### src/rtl/stopclk_pkg.sv
package stopclk_pkg;
  typedef enum logic {
    MODE_RUN  = 1'b0,
    MODE_STOP = 1'b1
  } mode_t;

  localparam int unsigned N_I2C    = 4;
  localparam int unsigned N_USART  = 5;
  localparam int unsigned N_LPUART = 1;
endpackage

### src/rtl/stopclk_mode_fsm.sv
module stopclk_mode_fsm
  import stopclk_pkg::*;
(
  input  logic clk,
  input  logic rst_n,
  input  logic stop_req,
  input  logic wake_any,
  output logic in_stop,
  output logic wakeup
);
  mode_t mode_q;

  always_ff @(posedge clk or negedge rst_n) begin
    if (!rst_n) begin
      mode_q <= MODE_RUN;
      wakeup <= 1'b0;
    end else begin
      wakeup <= 1'b0;
      case (mode_q)
        MODE_RUN:  if (stop_req) mode_q <= MODE_STOP;
        MODE_STOP: if (wake_any) begin
          mode_q <= MODE_RUN;
          wakeup <= 1'b1;
        end
        default:   mode_q <= MODE_RUN;
      endcase
    end
  end

  assign in_stop = (mode_q == MODE_STOP);

  assert_stop_entry_R2: assert property (@(posedge clk) disable iff (!rst_n)
    (!in_stop && stop_req) |=> in_stop);
  assert_wake_exit_R8: assert property (@(posedge clk) disable iff (!rst_n)
    (in_stop && wake_any) |=> (!in_stop && wakeup));
  assert_wake_pulse_R8: assert property (@(posedge clk) disable iff (!rst_n)
    wakeup |=> !wakeup);
endmodule

### src/rtl/stopclk_chan.sv
module stopclk_chan (
  input  logic clk,
  input  logic rst_n,
  input  logic in_stop,
  input  logic req,
  input  logic fdone,
  input  logic wmatch,
  input  logic osc_rdy,
  output logic active,
  output logic wake_hit,
  output logic gate
);
  logic lock_q;

  always_ff @(posedge clk or negedge rst_n) begin
    if (!rst_n) begin
      active <= 1'b0;
      lock_q <= 1'b0;
    end else if (!in_stop) begin
      active <= 1'b0;
      lock_q <= 1'b0;
    end else if (active && fdone && !wmatch) begin
      active <= 1'b0;
      lock_q <= 1'b1;
    end else if (!req) begin
      active <= 1'b0;
      lock_q <= 1'b0;
    end else if (!lock_q) begin
      active <= 1'b1;
    end
  end

  assign wake_hit = active & fdone & wmatch;
  assign gate     = active & osc_rdy;

  assert_frame_release_R7: assert property (@(posedge clk) disable iff (!rst_n)
    (in_stop && active && fdone && !wmatch) |=> !active);
  assert_req_arms_R4: assert property (@(posedge clk) disable iff (!rst_n)
    (in_stop && req && !lock_q && !(active && fdone)) |=> (active || !in_stop));
  assert_idle_flags_R9: assert property (@(posedge clk) disable iff (!rst_n)
    (in_stop && !active && !req) |=> !active);
endmodule

### src/rtl/stopclk_gate_ctrl.sv
module stopclk_gate_ctrl
  import stopclk_pkg::*;
#(
  parameter int unsigned I2C_CNT    = N_I2C,
  parameter int unsigned USART_CNT  = N_USART,
  parameter int unsigned LPUART_CNT = N_LPUART,
  localparam int unsigned N_CH      = I2C_CNT + USART_CNT + LPUART_CNT
) (
  input  logic            clk,
  input  logic            rst_n,
  input  logic            stop_req,
  input  logic [N_CH-1:0] clk_req,
  input  logic [N_CH-1:0] frame_done,
  input  logic [N_CH-1:0] wake_match,
  input  logic            osc_rdy,
  output logic            core_clk_en,
  output logic            pll_en,
  output logic            xosc_en,
  output logic            rcosc_en,
  output logic [N_CH-1:0] periph_gate,
  output logic            reg_main,
  output logic            wakeup
);
  logic            in_stop;
  logic [N_CH-1:0] act;
  logic [N_CH-1:0] hit;
  logic [N_CH-1:0] gate;

  stopclk_mode_fsm u_fsm (
    .clk      (clk),
    .rst_n    (rst_n),
    .stop_req (stop_req),
    .wake_any (|hit),
    .in_stop  (in_stop),
    .wakeup   (wakeup)
  );

  for (genvar i = 0; i < N_CH; i++) begin : g_ch
    stopclk_chan u_ch (
      .clk      (clk),
      .rst_n    (rst_n),
      .in_stop  (in_stop),
      .req      (clk_req[i]),
      .fdone    (frame_done[i]),
      .wmatch   (wake_match[i]),
      .osc_rdy  (osc_rdy),
      .active   (act[i]),
      .wake_hit (hit[i]),
      .gate     (gate[i])
    );
  end

  assign core_clk_en = !in_stop;
  assign pll_en      = !in_stop;
  assign xosc_en     = !in_stop;
  assign rcosc_en    = !in_stop || (|act);
  assign periph_gate = in_stop ? gate : {N_CH{1'b1}};
  assign reg_main    = 1'b1;

  assert_gate_needs_osc_R5: assert property (@(posedge clk) disable iff (!rst_n)
    (!core_clk_en && (periph_gate != '0)) |-> (rcosc_en && osc_rdy));
  assert_stop_clocks_off_R2: assert property (@(posedge clk) disable iff (!rst_n)
    (core_clk_en && stop_req) |=> (!pll_en && !xosc_en && periph_gate == '0));
  assert_wake_clocks_on_R8: assert property (@(posedge clk) disable iff (!rst_n)
    wakeup |-> (core_clk_en && pll_en && xosc_en));
endmodule

### config.mk
export PLATFORM = sky130hd
export DESIGN_NAME = stopclk_gate_ctrl
export DESIGN_NICKNAME = d
export VERILOG_FILES = /design/src/rtl/stopclk_pkg.sv /design/src/rtl/stopclk_mode_fsm.sv /design/src/rtl/stopclk_chan.sv /design/src/rtl/stopclk_gate_ctrl.sv
export SDC_FILE = /design/constraint.sdc
export NUM_CORES = 1
export LEC_CHECK = 0
export BUFFER_PORTS_ARGS = -buffer_cell sky130_fd_sc_hd__buf_4
export CAP_MARGIN = 10
export CORE_UTILIZATION = 49
export DETAILED_ROUTE_END_ITERATION = 12
export GPL_ROUTABILITY_DRIVEN = 0
export GPL_TIMING_DRIVEN = 0
export PLACE_DENSITY = 0.82
export SLEW_MARGIN = 30
export SYNTH_ARGS = -nofsm -noshare
export SYNTH_HDL_FRONTEND = slang
export SYNTH_SLANG_ARGS = --single-unit
### constraint.sdc
create_clock -name clk -period 1.7 [get_ports clk]
set_input_delay 0.255 -clock clk [delete_from_list [all_inputs] [get_ports clk]]
set_output_delay 0.255 -clock clk [all_outputs]
set_load 0.01 [all_outputs]
# Word-level counts from Yosys, hierarchy flattened
# Cells that the tools add are included.
[word_totals]
out_inout_bits = 16
reg_bits = 22
in_bits = 34
[op_classes]
n_eq_ne = 20
n_reduce_logical = 34
mux = 76
n_bitwise = 31
[ops]
columns = ["op", "n"]
rows = [
  ["$mux W1", 74],
  ["$ne A4 B4 Y1 const B", 10],
  ["$and A1 B1 Y1", 30],
  ["$ne A3 B2 Y1 const B", 10],
  ["$logic_and A1 B1 Y1", 20],
  ["$reduce_or A10 Y1", 2],
  ["$logic_not A1 Y1", 11],
  ["$mux W10", 1],
  ["$pmux W1 S2", 1],
  ["$logic_or A1 B1 Y1", 1],
  ["$not A1 Y1", 1],
]

# Longest topological paths before layout
[logic_depth]
word_depth = 5
ltp_mapped = 4

# By module
# From an unflattened synthesis, not the netlist that was laid out.
[hier_totals]
cells_unflattened = 129
area_unflattened_um2 = 1247.4
[by_module_without_submodules]
columns = ["module", "area_per_inst_um2", "cells_per_inst", "seq_area_each_um2", "instances"]
rows = [
  ["stopclk_chan", 102.6, 10, 50.0, 10],
  ["stopclk_gate_ctrl", 150.1, 24, 0.0, 1],
  ["stopclk_mode_fsm", 71.3, 5, 50.0, 1],
]

# Least setup slack after synthesis
# No wires, ideal clock.
[synth_timing]
path_kind = "register -> output"
start = "reg u_fsm.mode_q (netlist: u_fsm.in_stop)"
end = "out pll_en"
arrival_time_ps = 877
stages_incl_launch_ff = 4
path_slack_ps = 568
path_buffers = 2
path_cell_list = "dfrtp_1 -> inv_1 -> buf_2 -> buf_4"
[synth_between]
elab_chain_len = 1
[synth_rtl]
columns = ["element", "line", "text"]
rows = [
  ["from (decl)", "stopclk_mode_fsm.sv:11", "mode_t mode_q;"],
  ["from (signal assigned)", "stopclk_mode_fsm.sv:15", "mode_q <= MODE_RUN;"],
  ["from (signal assigned)", "stopclk_mode_fsm.sv:20", "MODE_RUN: if (stop_req) mode_q <= MODE_STOP;"],
  ["from (signal assigned)", "stopclk_mode_fsm.sv:22", "mode_q <= MODE_RUN;"],
  ["$logic_not A1 Y1", "-", ""],
  ["to (decl)", "stopclk_gate_ctrl.sv:17", "output logic pll_en,"],
]
# Every way passes these cells.

# Final worst setup path
[layout_timing]
start = "reg g_ch[6].u_ch.active"
end = "out rcosc_en"
[layout_between]
elab_chain_len = 2
[layout_rtl]
columns = ["element", "line", "text"]
rows = [
  ["from (decl)", "stopclk_chan.sv:9", "output logic active,"],
  ["from (signal assigned)", "stopclk_chan.sv:17", "active <= 1'b0;"],
  ["from (signal assigned)", "stopclk_chan.sv:20", "active <= 1'b0;"],
  ["from (signal assigned)", "stopclk_chan.sv:23", "active <= 1'b0;"],
  ["$reduce_or A10 Y1", "stopclk_gate_ctrl.sv:56", "assign rcosc_en = !in_stop || (|act);"],
  ["$logic_or A1 B1 Y1", "stopclk_gate_ctrl.sv:56", ""],
  ["to (decl)", "stopclk_gate_ctrl.sv:19", "output logic rcosc_en,"],
]
# Every way passes these cells.

==> summary.txt <==
Finish
  – Filler cells: 145
  – Non-Filler Instances: 212
  – Post-route cell area: 0.00157 sq mm
  – Antenna fix cells: 0
  – Multi-input logic area: 519 sq um
  – Storage element area: 551 sq um
  – P&R area growth vs syn: 42.2%
  – Layout cells sized above 1: 0.335
  – Final net count: 220

STA
  – Count of final max-slew check failures: 0
  – Final worst path period need: ~1.6 ns
  – Fmax: around 630 MHz
  – Clock Skew: 0.00824 ns
  – Endpoints failing setup: 0
  – Endpoints failing hold: 0
  – Fin crit share: 0.939

Power
  – Worst VDD drop: 1000 uV
  – Pwr Total: 2.06 mW
  – Switching fraction of total power: 0.380
  – Combinational fraction of design power: 0.486
  – P_int: 1.28 mW
  – Clock Power Share: 0.141
  – Reg power frac: 0.374
  – Pwr Density: around 1300 mW/mm^2
  – Leakage power: roughly 0.8 nW
  – NetSw: roughly 800 uW

Placed design
  – DP HPWL: 2050 um
  – Dpl cells: between 200 and 250
  – Instance area at placement: 0.00149 sq mm
  – Port bufs: 47

Floorplanning
  – Starting Density: 0.540
  – Core area: 0.00204 sq mm
  – Die area: 0.00245 sq mm
  – # IOs: 50
  – Die X: around 49 um
  – Die extent in y: 49.5 um
  – Row cnt: 16

Clock tree
  – CTS Buffer Depth: 2
  – Clock Latency Late Sink: slightly above 0.3 ns
  – TritonCTS Buffers: 3
  – Number of H-tree levels: 1
  – CTS tree: built
  – Clock slew at reported path FFs: 0.12 ns
  – Clock root buffer: clkbuf_4
  – Sink Count: 22

Routing
  – Remaining DRCs: 0
  – Vias per Instance: 5.24
  – Routed length per instance: 12.7 um
  – DR vias: 1,110
  – Final WL: 2690 um
  – TritonRoute pass-1 iters: 4
  – Drt first-iter violations: 35
  – Routed Antenna Nets: 0

Global route
  – First-pass GRT wire length: around 4400 um
  – All-Layer GR Usage: 0.237
  – Grt ovf: 0
  – Antenna violations before repair: 0
  – Largest net degree at the start of global routing: 23
  – Vias in the first global route: approximately 1,000

Synth
  – Synth cell count leaders: nand2_1 (30), dfrtp_1 (22), nor2_1 (20)
  – Post-synth top area share: 0.499
  – Synth Register Bits: 22
  – Top-count cell post-synth: nand2_1
  – Synth Cell Area: between 0.001 and 0.0015 sq mm
  – Async S/R FF share, synth: 1.00
  – Synth Flop Type: dfrtp_1
  – Post-Syn Area per Cell: 8.36 sq um
  – Yosys cell types: 24
  – Synthesized netlist net count: around 170
  – Area leader, netlist: dfrtp_1
  – Syn Inst Count: 132
  – Number of flops mapped to enable cells by yosys: 0
  – Synth area leaders: dfrtp_1 (50%), nand2_1 (10%), nor2_1 (6.8%)
  – Register area share after synthesis: 0.499
  – Syn. warnings: 0

Critical path
  – Max FO, Critical Path: 5
  – Setup crit end kind: output pin
  – WP data required: 1.44 ns
  – R2r setup slk: 0.45 ns
  – R2R Path Start: g_ch[5].u_ch.active$_DFFE_PN0P_
  – CP startpoint kind: register
  – Reg2reg end: u_fsm.wakeup$_DFF_PN0_
  – Worst R2R Path Depth: 4
  – Data arrival time of the worst path: ~1.3 ns
  – Setup Crit Path Kind: reg -> out

Hold path
  – Worst min-delay path class: in -> reg
  – Hold Crit Start: stop_req
  – Worst Hold Depth: 3
  – Worst Hold End: u_fsm.in_stop$_DFF_PN0_

Run
  – Maxcap violations: 0

Outcome
  – Status: finished, final reports clean
[worst max path at each step]
stage                                          from       end  cells past startpoint
finish              g_ch[6].u_ch.active$_DFFE_PN0P_  rcosc_en                      3
global route        g_ch[6].u_ch.active$_DFFE_PN0P_  rcosc_en                      3
CTS                 g_ch[6].u_ch.active$_DFFE_PN0P_  rcosc_en                      3
detailed placement          u_fsm.in_stop$_DFF_PN0_   xosc_en                      4
global placement            u_fsm.in_stop$_DFF_PN0_   xosc_en                      4
floorplan                   u_fsm.in_stop$_DFF_PN0_    pll_en                      3
[registers in the layout (all words and copies together), names as in the netlist]
name / flops
g_ch.u_ch.active: 10
g_ch.u_ch.lock_q: 10
u_fsm.wakeup: 1
u_fsm.in_stop: 1
[area by class of cell]
| class | instances | share of cell area |
|---|---|---|
| buffer | 7 | 0.0279 |
| timing repair buffer | 49 | 0.236 |
| sequential | 22 | 0.351 |
| multi-input combinational | 99 | 0.331 |
| inverter | 4 | 0.00957 |
| clock buffer | 4 | 0.0231 |
| tap | 27 | 0.0215 |
[power by group through the flow]
| stage | combinational [mW] | sequential (mW) | clock [mW] |
|---|---|---|---|
| floorplan | 0.505 | 0.733 | 0 |
| global placement | 0.929 | 0.755 | 0 |
| detailed placement | 0.947 | 0.758 | 0 |
| CTS | 0.963 | 0.749 | 0.292 |
| global route | 1.09 | 0.789 | 0.312 |
| finish | 0.999 | 0.769 | 0.289 |
[kinds of logic after synthesis]
logic type             count (synthesis)  share of synthesized area
AND/OR/NAND/NOR                       78                      0.322
buffers and inverters                 11                     0.0499
AO/OA/AOI/OAI                         20                      0.126
flip-flops                            22                      0.499
other                                  1                    0.00340
[layout by cell type (no fill, tap or decap), types with 3 or more instances in the layout]
cell      count
a31oi_1       4
nand2b_1      7
dfrtp_1      22
nor2_1       20
a21oi_1      10
o2111a_1      3
inv_1         3
buf_4        52
and3_1        4
clkbuf_4      3
nand3b_1      3
nand3_1       8
nand2_1      30
[per-stage QoR]
step	hold WS (ns)	util	TNS [ns]	setup slack, ns
final	0.159	0.768	0	0.104
after global routing	0.158	0.768	-0.00562	-0.00562
after CTS	0.163	0.754	0	0.0500
after detailed placement	0.159	0.730	0	0.365
after global placement	0.156	0.730	0	0.364
after floorplan	-0.0406	-	0	0.568
[worst max-delay path, cell delays in order, from the launching register on]
cell	delay [ns]
dfrtp_1	0.46
nor4_4	0.30
nand3_1	0.12
buf_4	0.16
[timing repair]
action,4_1_cts,5_1_grt
hold buffers,1,0
hold endpoints to repair,22,0
buffers inserted,0,1
gates resized for setup,1,5
endpoints found under the setup margin,2,8
[routing by layer]
layer / GRT usage / wire length [um]
met5: 0 / 0
met2: 0.416 / 1320
met4: 0.0810 / 20
met3: 0.0309 / 221
met1: 0.299 / 1130
(Power assumes the default switching activity.)
